<file path="src/rtl/txq_pkg.sv">
package txq_pkg;

    // Fill-level classes tracked by the admission state machine
    typedef enum logic [1:0] {
        OCC_EMPTY = 2'd0,
        OCC_OPEN  = 2'd1,
        OCC_LAST  = 2'd2,
        OCC_FULL  = 2'd3
    } occ_state_e;

    // Configuration code that keeps one slot for snoop pushes
    localparam logic [2:0] RESV_ONE_CODE = 3'b001;

endpackage

</file>
<file path="src/rtl/txq_ctrl.sv">
module txq_ctrl
    import txq_pkg::*;
#(
    parameter int DEPTH = 6,
    parameter int CFG_W = 3,
    localparam int CNT_W = $clog2(DEPTH + 1)
) (
    input  logic             clk,
    input  logic             rst_n,
    input  logic [CFG_W-1:0] cfg_resv,
    input  logic             core_valid,
    input  logic             snp_valid,
    input  logic             pop_req,
    output logic             core_accept,
    output logic             snp_accept,
    output logic             snp_retry,
    output logic             pop_fire,
    output logic [CNT_W-1:0] occupancy,
    output logic             core_full,
    output logic             not_empty
);

    localparam logic [CNT_W-1:0] FULL_CNT = CNT_W'(DEPTH);
    localparam logic [CNT_W-1:0] LAST_CNT = CNT_W'(DEPTH - 1);
    localparam logic [CNT_W-1:0] PRE_CNT  = CNT_W'(DEPTH - 2);
    localparam logic [CNT_W-1:0] ONE_CNT  = CNT_W'(1);

    occ_state_e       st_q, st_d;
    logic [CNT_W-1:0] cnt_q, cnt_d;
    logic             resv_on;
    logic             room_any, room_core;
    logic             alloc;

    assign resv_on = (cfg_resv == CFG_W'(RESV_ONE_CODE));

    // Output decode of the fill-level state
    always_comb begin
        room_any  = 1'b0;
        room_core = 1'b0;
        unique case (st_q)
            OCC_EMPTY: begin room_any = 1'b1; room_core = 1'b1;     end
            OCC_OPEN:  begin room_any = 1'b1; room_core = 1'b1;     end
            OCC_LAST:  begin room_any = 1'b1; room_core = !resv_on; end
            OCC_FULL:  begin room_any = 1'b0; room_core = 1'b0;     end
            default:   begin room_any = 1'b0; room_core = 1'b0;     end
        endcase
    end

    // Snoop push has priority; a single write per cycle
    assign snp_accept  = snp_valid && room_any;
    assign snp_retry   = snp_valid && !room_any;
    assign core_accept = core_valid && !snp_valid && room_core;
    assign alloc       = snp_accept || core_accept;
    assign pop_fire    = pop_req && (st_q != OCC_EMPTY);
    assign core_full   = !room_core;
    assign not_empty   = (st_q != OCC_EMPTY);
    assign occupancy   = cnt_q;

    always_comb begin
        cnt_d = cnt_q;
        unique case ({alloc, pop_fire})
            2'b10:   cnt_d = cnt_q + 1'b1;
            2'b01:   cnt_d = cnt_q - 1'b1;
            default: cnt_d = cnt_q;
        endcase
    end

    // Next-state transitions (DEPTH of at least 3 assumed)
    always_comb begin
        st_d = st_q;
        unique case (st_q)
            OCC_EMPTY: if (alloc) st_d = OCC_OPEN;
            OCC_OPEN: begin
                if (alloc && !pop_fire && cnt_q == PRE_CNT)
                    st_d = OCC_LAST;
                else if (pop_fire && !alloc && cnt_q == ONE_CNT)
                    st_d = OCC_EMPTY;
            end
            OCC_LAST: begin
                if (alloc && !pop_fire)
                    st_d = OCC_FULL;
                else if (pop_fire && !alloc)
                    st_d = OCC_OPEN;
            end
            OCC_FULL: if (pop_fire && !alloc) st_d = OCC_LAST;
            default:  st_d = OCC_EMPTY;
        endcase
    end

    always_ff @(posedge clk or negedge rst_n) begin
        if (!rst_n) begin
            st_q  <= OCC_EMPTY;
            cnt_q <= '0;
        end else begin
            st_q  <= st_d;
            cnt_q <= cnt_d;
        end
    end

    AST_NO_OVERFLOW: assert property (@(posedge clk) disable iff (!rst_n)
        cnt_q <= FULL_CNT);
    AST_FULL_MATCH: assert property (@(posedge clk) disable iff (!rst_n)
        (st_q == OCC_FULL) == (cnt_q == FULL_CNT));
    AST_LAST_MATCH: assert property (@(posedge clk) disable iff (!rst_n)
        (st_q == OCC_LAST) == (cnt_q == LAST_CNT));
    AST_RETRY_WHEN_FULL: assert property (@(posedge clk) disable iff (!rst_n)
        snp_retry |-> cnt_q == FULL_CNT);
    AST_RETRY_HOLDS: assert property (@(posedge clk) disable iff (!rst_n)
        (snp_retry && !pop_req) |=> (cnt_q == FULL_CNT));

endmodule

</file>
<file path="src/rtl/txq_store.sv">
module txq_store #(
    parameter int DEPTH  = 6,
    parameter int DATA_W = 8,
    localparam int PTR_W = $clog2(DEPTH)
) (
    input  logic              clk,
    input  logic              rst_n,
    input  logic              wr_en,
    input  logic [DATA_W-1:0] wr_data,
    input  logic              wr_snoop,
    input  logic              rd_en,
    output logic [DATA_W-1:0] rd_data,
    output logic              rd_snoop
);

    localparam logic [PTR_W-1:0] LAST_IDX = PTR_W'(DEPTH - 1);

    logic [PTR_W-1:0]  wr_ptr_q, rd_ptr_q;
    logic [DATA_W-1:0] data_q [DEPTH];
    logic [DEPTH-1:0]  snoop_q;

    function automatic logic [PTR_W-1:0] ptr_step(input logic [PTR_W-1:0] p);
        return (p == LAST_IDX) ? '0 : p + 1'b1;
    endfunction

    always_ff @(posedge clk or negedge rst_n) begin
        if (!rst_n) begin
            wr_ptr_q <= '0;
            rd_ptr_q <= '0;
        end else begin
            if (wr_en) wr_ptr_q <= ptr_step(wr_ptr_q);
            if (rd_en) rd_ptr_q <= ptr_step(rd_ptr_q);
        end
    end

    for (genvar i = 0; i < DEPTH; i++) begin : g_slot
        always_ff @(posedge clk or negedge rst_n) begin
            if (!rst_n) begin
                data_q[i]  <= '0;
                snoop_q[i] <= 1'b0;
            end else if (wr_en && wr_ptr_q == PTR_W'(i)) begin
                data_q[i]  <= wr_data;
                snoop_q[i] <= wr_snoop;
            end
        end
    end

    assign rd_data  = data_q[rd_ptr_q];
    assign rd_snoop = snoop_q[rd_ptr_q];

    AST_PTR_RANGE: assert property (@(posedge clk) disable iff (!rst_n)
        (wr_ptr_q <= LAST_IDX) && (rd_ptr_q <= LAST_IDX));

endmodule

</file>
<file path="src/rtl/bus_txn_queue.sv">
module bus_txn_queue #(
    parameter int DEPTH  = 6,
    parameter int DATA_W = 8,
    parameter int CFG_W  = 3,
    localparam int CNT_W = $clog2(DEPTH + 1)
) (
    input  logic              clk,
    input  logic              rst_n,
    input  logic [CFG_W-1:0]  cfg_resv,
    input  logic              core_valid,
    input  logic [DATA_W-1:0] core_data,
    output logic              core_accept,
    input  logic              snp_valid,
    input  logic [DATA_W-1:0] snp_data,
    output logic              snp_retry,
    input  logic              dten_done,
    output logic              head_valid,
    output logic [DATA_W-1:0] head_data,
    output logic              head_snoop,
    output logic [CNT_W-1:0]  occupancy,
    output logic              core_full
);

    logic snp_accept;
    logic pop_fire;
    logic wr_en;

    txq_ctrl #(.DEPTH(DEPTH), .CFG_W(CFG_W)) u_ctrl (
        .clk        (clk),
        .rst_n      (rst_n),
        .cfg_resv   (cfg_resv),
        .core_valid (core_valid),
        .snp_valid  (snp_valid),
        .pop_req    (dten_done),
        .core_accept(core_accept),
        .snp_accept (snp_accept),
        .snp_retry  (snp_retry),
        .pop_fire   (pop_fire),
        .occupancy  (occupancy),
        .core_full  (core_full),
        .not_empty  (head_valid)
    );

    assign wr_en = snp_accept || core_accept;

    txq_store #(.DEPTH(DEPTH), .DATA_W(DATA_W)) u_store (
        .clk     (clk),
        .rst_n   (rst_n),
        .wr_en   (wr_en),
        .wr_data (snp_accept ? snp_data : core_data),
        .wr_snoop(snp_accept),
        .rd_en   (pop_fire),
        .rd_data (head_data),
        .rd_snoop(head_snoop)
    );

    AST_CORE_LIMIT: assert property (@(posedge clk) disable iff (!rst_n)
        (core_accept && cfg_resv == CFG_W'(txq_pkg::RESV_ONE_CODE))
            |-> occupancy < CNT_W'(DEPTH - 1));
    AST_FULL_FLAG: assert property (@(posedge clk) disable iff (!rst_n)
        core_full |-> !core_accept);
    AST_SNOOP_WINS: assert property (@(posedge clk) disable iff (!rst_n)
        (snp_valid && !snp_retry) |-> !core_accept);
    AST_ALLOC_FREE_BAL: assert property (@(posedge clk) disable iff (!rst_n)
        (wr_en && dten_done && head_valid) |=> $stable(occupancy));
    AST_EMPTY_POP: assert property (@(posedge clk) disable iff (!rst_n)
        (!head_valid && dten_done && !wr_en) |=> (occupancy == '0));

endmodule

</file>
<file path="config.mk">
export PLATFORM = sky130hd
export DESIGN_NAME = bus_txn_queue
export DESIGN_NICKNAME = d
export VERILOG_FILES = /design/src/rtl/txq_pkg.sv /design/src/rtl/txq_ctrl.sv /design/src/rtl/txq_store.sv /design/src/rtl/bus_txn_queue.sv
export SDC_FILE = /design/constraint.sdc
export NUM_CORES = 1
export LEC_CHECK = 0
export CORE_ASPECT_RATIO = 0.6
export CORE_MARGIN = 3
export CORE_UTILIZATION = 35
export CTS_CLUSTER_DIAMETER = 80
export DETAILED_ROUTE_END_ITERATION = 16
export PLACE_DENSITY = 0.62
export SLEW_MARGIN = 5
export SYNTH_ARGS = -nofsm -noshare
export SYNTH_HDL_FRONTEND = slang
export SYNTH_SLANG_ARGS = --single-unit
</file>
<file path="constraint.sdc">
create_clock -name clk -period 3.2 [get_ports clk]
set_input_delay 0.32 -clock clk [delete_from_list [all_inputs] [get_ports clk]]
set_output_delay 0.32 -clock clk [all_outputs]
set_load 0.05 [all_outputs]
</file>
==> results of run 1 <==
[worst register-to-register path: stages, from the launching register on]
cell	delay [ns]
dfrtp_1	0.68
nand2b_2	0.23
o21ai_4	0.24
inv_2	0.19
ha_1	0.41
nor3_1	0.16
a21oi_1	0.06
o21ai_0	0.13
[power by group through the flow]
stage          clock network [mW]  logic [mW]  registers [mW]
2_1_floorplan                   0        1.98            1.51
3_3_place_gp                    0        2.58            1.57
3_5_place_dp                    0        2.63            1.59
4_1_cts                      1.01        2.65            1.59
5_1_grt                      1.04        2.87            1.65
6_report                    0.990        2.62            1.59
[state kept, by name, indices dropped and copies added (netlist names)]
name	count
u_ctrl.st_q	2
u_store.data_q	48
u_store.wr_ptr_q	3
u_ctrl.occupancy	3
u_store.rd_ptr_q	3
u_store.snoop_q	6
[worst max path at each step]
stage                                    from      endpoint  slack, ns
after detailed placement          cfg_resv[0]     core_full       0.60
after global placement            cfg_resv[0]     core_full       0.61
after floorplan           u_store.rd_ptr_q[0]  head_data[0]       1.10
final                     u_store.rd_ptr_q[1]  head_data[1]       0.35
after global routing      u_store.rd_ptr_q[1]  head_data[1]       0.21
after CTS                 u_store.rd_ptr_q[0]  head_data[7]       0.32
[metal layers]
layer	track usage (%)	up-vias
met1	21.7	1210
met2	26.3	58
met5	0	-
li1	-	1208
met4	4.05	0
met3	5.14	8
[synthesized netlist by cell type, types with 4 or more instances]
cell type	instances	area [um^2]
dfrtp_1	65	1630
a21oi_1	46	230
nor2_1	37	139
nand2_1	19	71.3
inv_1	15	56.3
o21ai_0	13	65.1
mux2i_1	12	120
o22ai_1	9	56.3
a31oi_1	8	50.1
mux4_2	8	180
ha_1	7	87.6
a22o_1	5	43.8
buf_4	5	37.5
nand3_1	5	25.0
nor3_1	5	25.0
buf_2	4	20.0
buf_6	4	45.0
mux2i_2	4	55.1
o21ai_1	4	20.0
[per-stage QoR]
stage          cells  setup slack [ns]  util, %  hold WS [ns]
5_1_grt          488             0.213     46.6        0.0537
3_3_place_gp     472             0.614     43.1         0.367
3_5_place_dp     472             0.602     43.1         0.368
2_1_floorplan    316              1.10        -        0.0244
4_1_cts          488             0.322     46.6        0.0185
6_report         488             0.347     46.6       0.00252
[kinds of logic (layout without fill, tap and decap cells)]
group                      Yosys count  in the layout
AOI/OAI and AO/OA                   98             98
xor gates and xnor gates             4              4
adders and majority gates            7              7
buffers and inverters               33             79
DFF                                 65             65
muxes                               26             26
and+or+nand+nor                     83             83
[area by class of cell]
type                       instances  area share, %
multi-input combinational        218           37.3
clock inverter                     6           1.63
tap                              126           3.81
timing repair buffer              46           10.6
inverter                          17           1.54
sequential                        65           39.3
clock buffer                      10           5.78
==> impl_metrics.ini, run 1 <==
[logic_synthesis]
synth-simple-area-share_pct = 11.7
synthAdderAreaFrac_pct = 2.62
synth_flop_cell = dfrtp_1
ys_seq_area_share_pct = 48.6
syn_avg_cell_area_um2 = 10.6
muxShareOfSynthArea_pct = 11.3
synth_compound_area_share_pct = 19.4
synth_fp_nets = 347
yosysUniqueCellTypes = 47
synth-seq-cells = 65
synthXorXnorAreaFrac_pct = 1.05
syn-instance-count = 316
synthesis.area_um2 = 3350
synth_top_family_by_area = compound AO/OA/AOI/OAI gates
synth_async_sr_flop_share_pct = 100
ys_warn_count = 0
synth_edf_count = 0

[sta]
slew_violations = 0
report.final.hold_viol_count = 0
fin_crit_ns = 2.85
rsz0062_at_grt = no
relSlewSlack_pct = 51.3
fin_tns_setup_ns = 0
fin_skew_ns = 0.00432
max_freq_ghz = 0.351
worst_pin_slew_ns = 0.710
finalSetupViolCount = 0
fin_crit_sh_pct = 89.2

[worst_setup_path]
worstPathCellList = nand2b_1, o22ai_1, clkdlybuf4s50_1
critPathKind = flop to output pin
endpoint_kind = output pin
critPathBufInv = 1
cpMaxStageDelayCell = clkdlybuf4s50_1
r2r_slack_ns = 1.02
crit_required_ns = 2.88
start_kind = flop
path_max_fanout = 14
r2r_start = u_ctrl.st_q[1]
path_depth = 3
r2r_end = u_ctrl.occupancy[2]
cp_slowest_stage_delay_ns = 0.86
cp_top_family = buffers and inverters
cp_data_arrival_time_ns = 2.53
r2r_cells = 7

[routing]
ant_nets = 0
met1Wirelength_um = 3910
dr_wl_met2_um = 3580
dr_wl_met3_um = 522
num_vias = 2484
finalWirelength_um = 8090
drt_iter0_markers = 182
via_per_inst = 5.09
drc = 0
top_layer_used = met4
first_pass_iters = 4
routedWlPerCell_um = 16.6

[die]
dieArea_um2 = 10800
io_pins = 40
fp.dieW_um = 132
die_h_um = 81.7
core-area_um2 = 8880
rows = 26
start_util_pct = 37.7

[grt]
track_usage_pct = 16.3
grt_max_degree = 28
gr-total-overflow = 0
grt_pass1_vias = 2547
antenna_found_initial = 0
grt_pass1_wl_um = 13500

[placed_design]
io_buffers = 39
gp_congestion = 0.754
placed_area_um2 = 3830
dpl.hpwl_um = 5790

[pwr]
switchingPower_mw = 2.28
p_leak_nw = 1.72
total_power_mw = 5.20
p_per_area_nw_per_um2 = 1260
p_seq_share_pct = 30.6
clockPowerShare_pct = 19.0
irDropWorstVdd_mv = 0.406
p_comb_share_pct = 50.3
p_int_mw = 2.92
p_sw_share_pct = 43.9

[clock_tree]
holdBufCountCts = 0
numCtsBuffers = 9
cts_max_level = 3
clk_path_buf_depth = 2
insertion_delay_ns = 0.33
cts.sinks = 65
cts_resized = 0
cts_tree = done
ctsRootBufferMaster = clkbuf_16
postCtsSetupBuffers = 0
clkSlewWorstSetupHoldPaths_ns = 0.06

[finish]
final-seq-area_um2 = 1630
diodes = 0
multi_input_area_um2 = 1540
drive_above_1_share_pct = 14.4
synthToLayoutAreaGrowth_pct = 23.6
layout_common_cells = 65 x dfrtp_1, 46 x a21oi_1, 38 x clkdlybuf4s50_1, 37 x nor2_1, 19 x nand2_1
design_area_um2 = 4140
nets = 388
n_fill_cell = 838
final_common_cell = dfrtp_1

[run]
cap_viol_max_count = 0

[outcome]
outcome = finished clean

[min_path]
hold_path.class = input pin to async pin
(Power assumes the default switching activity.)
==> inputs of run 2 (changes only) <==
Settings changed: CELL_PAD_IN_SITES_DETAIL_PLACEMENT set to 0, CELL_PAD_IN_SITES_GLOBAL_PLACEMENT set to 1, CTS_CLUSTER_SIZE set to 25, PLACE_DENSITY 0.62 to 0.74.
Clock period 3.2 ns to 2.8 ns, I/O delays scaled along.
==> run 2 against run 1 <==
Against the previous run: final area is 0.45% lower; worst setup slack better by 0.079 ns; via count is 0.72% higher; clock skew barely moved; highest routed layer unchanged; routed wire length increased by 1.4%; first-iteration DRC count up 3.8%; count of clock-buffer cells in the layout is 5 higher; combinational power increased by 14%; critical path depth is 2 higher.
==> impl_metrics.ini, run 2 (same netlist as run 1, synthesis figures left out) <==
[routing]
finalWirelength_um = 8210
drc = 0
num_vias = 2502
first_pass_iters = 4
routedWlPerCell_um = 16.7
via_per_inst = 5.08
ant_nets = 0
drt_iter0_markers = 189

[die]
start_util_pct = 37.7
io_pins = 40
die_h_um = 81.7
dieArea_um2 = 10800
rows = 26
core-area_um2 = 8880
fp.dieW_um = 132

[finish]
top_register = u_store.data_q
synthToLayoutAreaGrowth_pct = 23.0
largest_register_ffs = 48
n_fill_cell = 840
nets = 394
fin_cells = 493
diodes = 0
top_regs = u_store.data_q x48, u_store.snoop_q x6
layout_common_cells = 65 x dfrtp_1, 46 x a21oi_1, 37 x nor2_1, 27 x clkdlybuf4s50_1, 23 x buf_4
final_util_pct = 46.4
drive_above_1_share_pct = 17.2
final_common_cell = dfrtp_1

[sta]
fin_tns_setup_ns = 0
relSlewSlack_pct = 44.3
slew_violations = 0
hold_slack_ns = 0.129
fin_crit_sh_pct = 84.8
rsz0062_at_grt = no
report.final.hold_viol_count = 0
fin_crit_ns = 2.37
fin_skew_ns = 0.00418
max_freq_ghz = 0.421
worst_pin_slew_ns = 0.836
finalSetupViolCount = 0

[placed_design]
dpl.cell_count = 478
dpl.hpwl_um = 5700
io_buffers = 39
gp_congestion = 0.752

[worst_setup_path]
critPathKind = flop to output pin
cpMaxStageDelayCell = dfrtp_1
endpoint_kind = output pin
worstPathCellList = buf_4, mux4_2, inv_1, o22ai_1, buf_4
crit_top_cell = buf_4
r2r_slack_ns = 0.75
r2r_end = u_ctrl.st_q[0]
r2r_start = u_ctrl.st_q[1]
r2r_cells = 7
start_kind = flop
critPathBufInv = 3
cp_slowest_stage_delay_ns = 0.56
crit_required_ns = 2.52
path_max_fanout = 10
cp_data_arrival_time_ns = 2.09
cp_top_family = buffers and inverters

[grt]
grt_max_degree = 66
busiest_layer = met1
antenna_found_initial = 0
track_usage_pct = 16.1
grt_pass1_vias = 2484
grt_use_met3_pct = 4.65
use_met1_pct = 23.4
grt_pass1_wl_um = 13300
gr-total-overflow = 0
grtUsageMet2_pct = 23.0

[pwr]
irDropWorstVdd_mv = 0.447
total_power_mw = 5.80
p_per_area_nw_per_um2 = 1410
p_leak_nw = 1.74

[clock_tree]
cts_resized = 0
numCtsBuffers = 9
ctsRootBufferMaster = clkbuf_16
insertion_delay_ns = 0.33
clk_path_buf_depth = 2
cts.sinks = 65
cts_tree = done
postCtsSetupBuffers = 0
clkSlewWorstSetupHoldPaths_ns = 0.05
cts_max_level = 3
holdBufCountCts = 0

[outcome]
outcome = finished clean

[min_path]
hold_path.class = input pin to async pin

[run]
cap_viol_max_count = 0
run 2: cell count changes in the layout (fill, tap and decap cells not counted), moves of 2 or more:
cell	before	now
clkbuf_1	0	5
clkinv_4	2	0
buf_4	7	23
clkdlybuf4s50_1	38	27
clkinvlp_4	2	0
run 2: power breakdown:
group / leakage (nW) / internal [mW] / switching [mW] / total, mW
Sequential: 0.745 / 1.41 / 0.423 / 1.83
Combinational: 0.874 / 1.20 / 1.78 / 2.98
Clock: 0.124 / 0.619 / 0.373 / 0.992
Total: 1.74 / 3.23 / 2.58 / 5.80
run 2: worst register-to-register path, stage by stage (launching register included):
cell and delay (ns):
dfrtp_1 0.68, nand2b_2 0.23, o21ai_4 0.25, ha_1 0.34, nor3_1 0.08, a21oi_1 0.14, nor2b_1 0.06, a211oi_1 0.19
run 2: metal layers:
layer  wire [um]  up-vias
met3         348       10
li1            -     1220
met5           0        -
met1        4430     1233
met4         106        0
met2        3330       39
run 2: how the worst max path moves through the flow:
stage | startpoint | endpoint | slack, ns | cells after the start
detailed placement | snp_valid | u_ctrl.st_q[0] | 0.43 | 8
CTS | u_store.rd_ptr_q[0] | head_data[7] | 0.39 | 5
floorplan | u_store.rd_ptr_q[0] | head_data[0] | 0.74 | 4
global placement | cfg_resv[0] | u_ctrl.st_q[0] | 0.47 | 8
global route | u_store.rd_ptr_q[0] | head_data[6] | 0.30 | 5
finish | u_store.rd_ptr_q[0] | head_data[1] | 0.43 | 5
run 2: area by class of cell:
type / count / area [um^2] / share of cell area, %
clock buffers: 15 / 258 / 6.26
inverters: 17 / 63.8 / 1.55
multi-input cells: 218 / 1540 / 37.5
flip-flops and latches: 65 / 1630 / 39.5
well taps: 126 / 158 / 3.83
repair buffers: 52 / 468 / 11.4
run 2: stage by stage:
step	area [um^2]	setup slack (ns)
3_5_place_dp	3860	0.435
6_report	4120	0.426
2_1_floorplan	3350	0.740
5_1_grt	4120	0.302
3_3_place_gp	3860	0.471
4_1_cts	4120	0.386
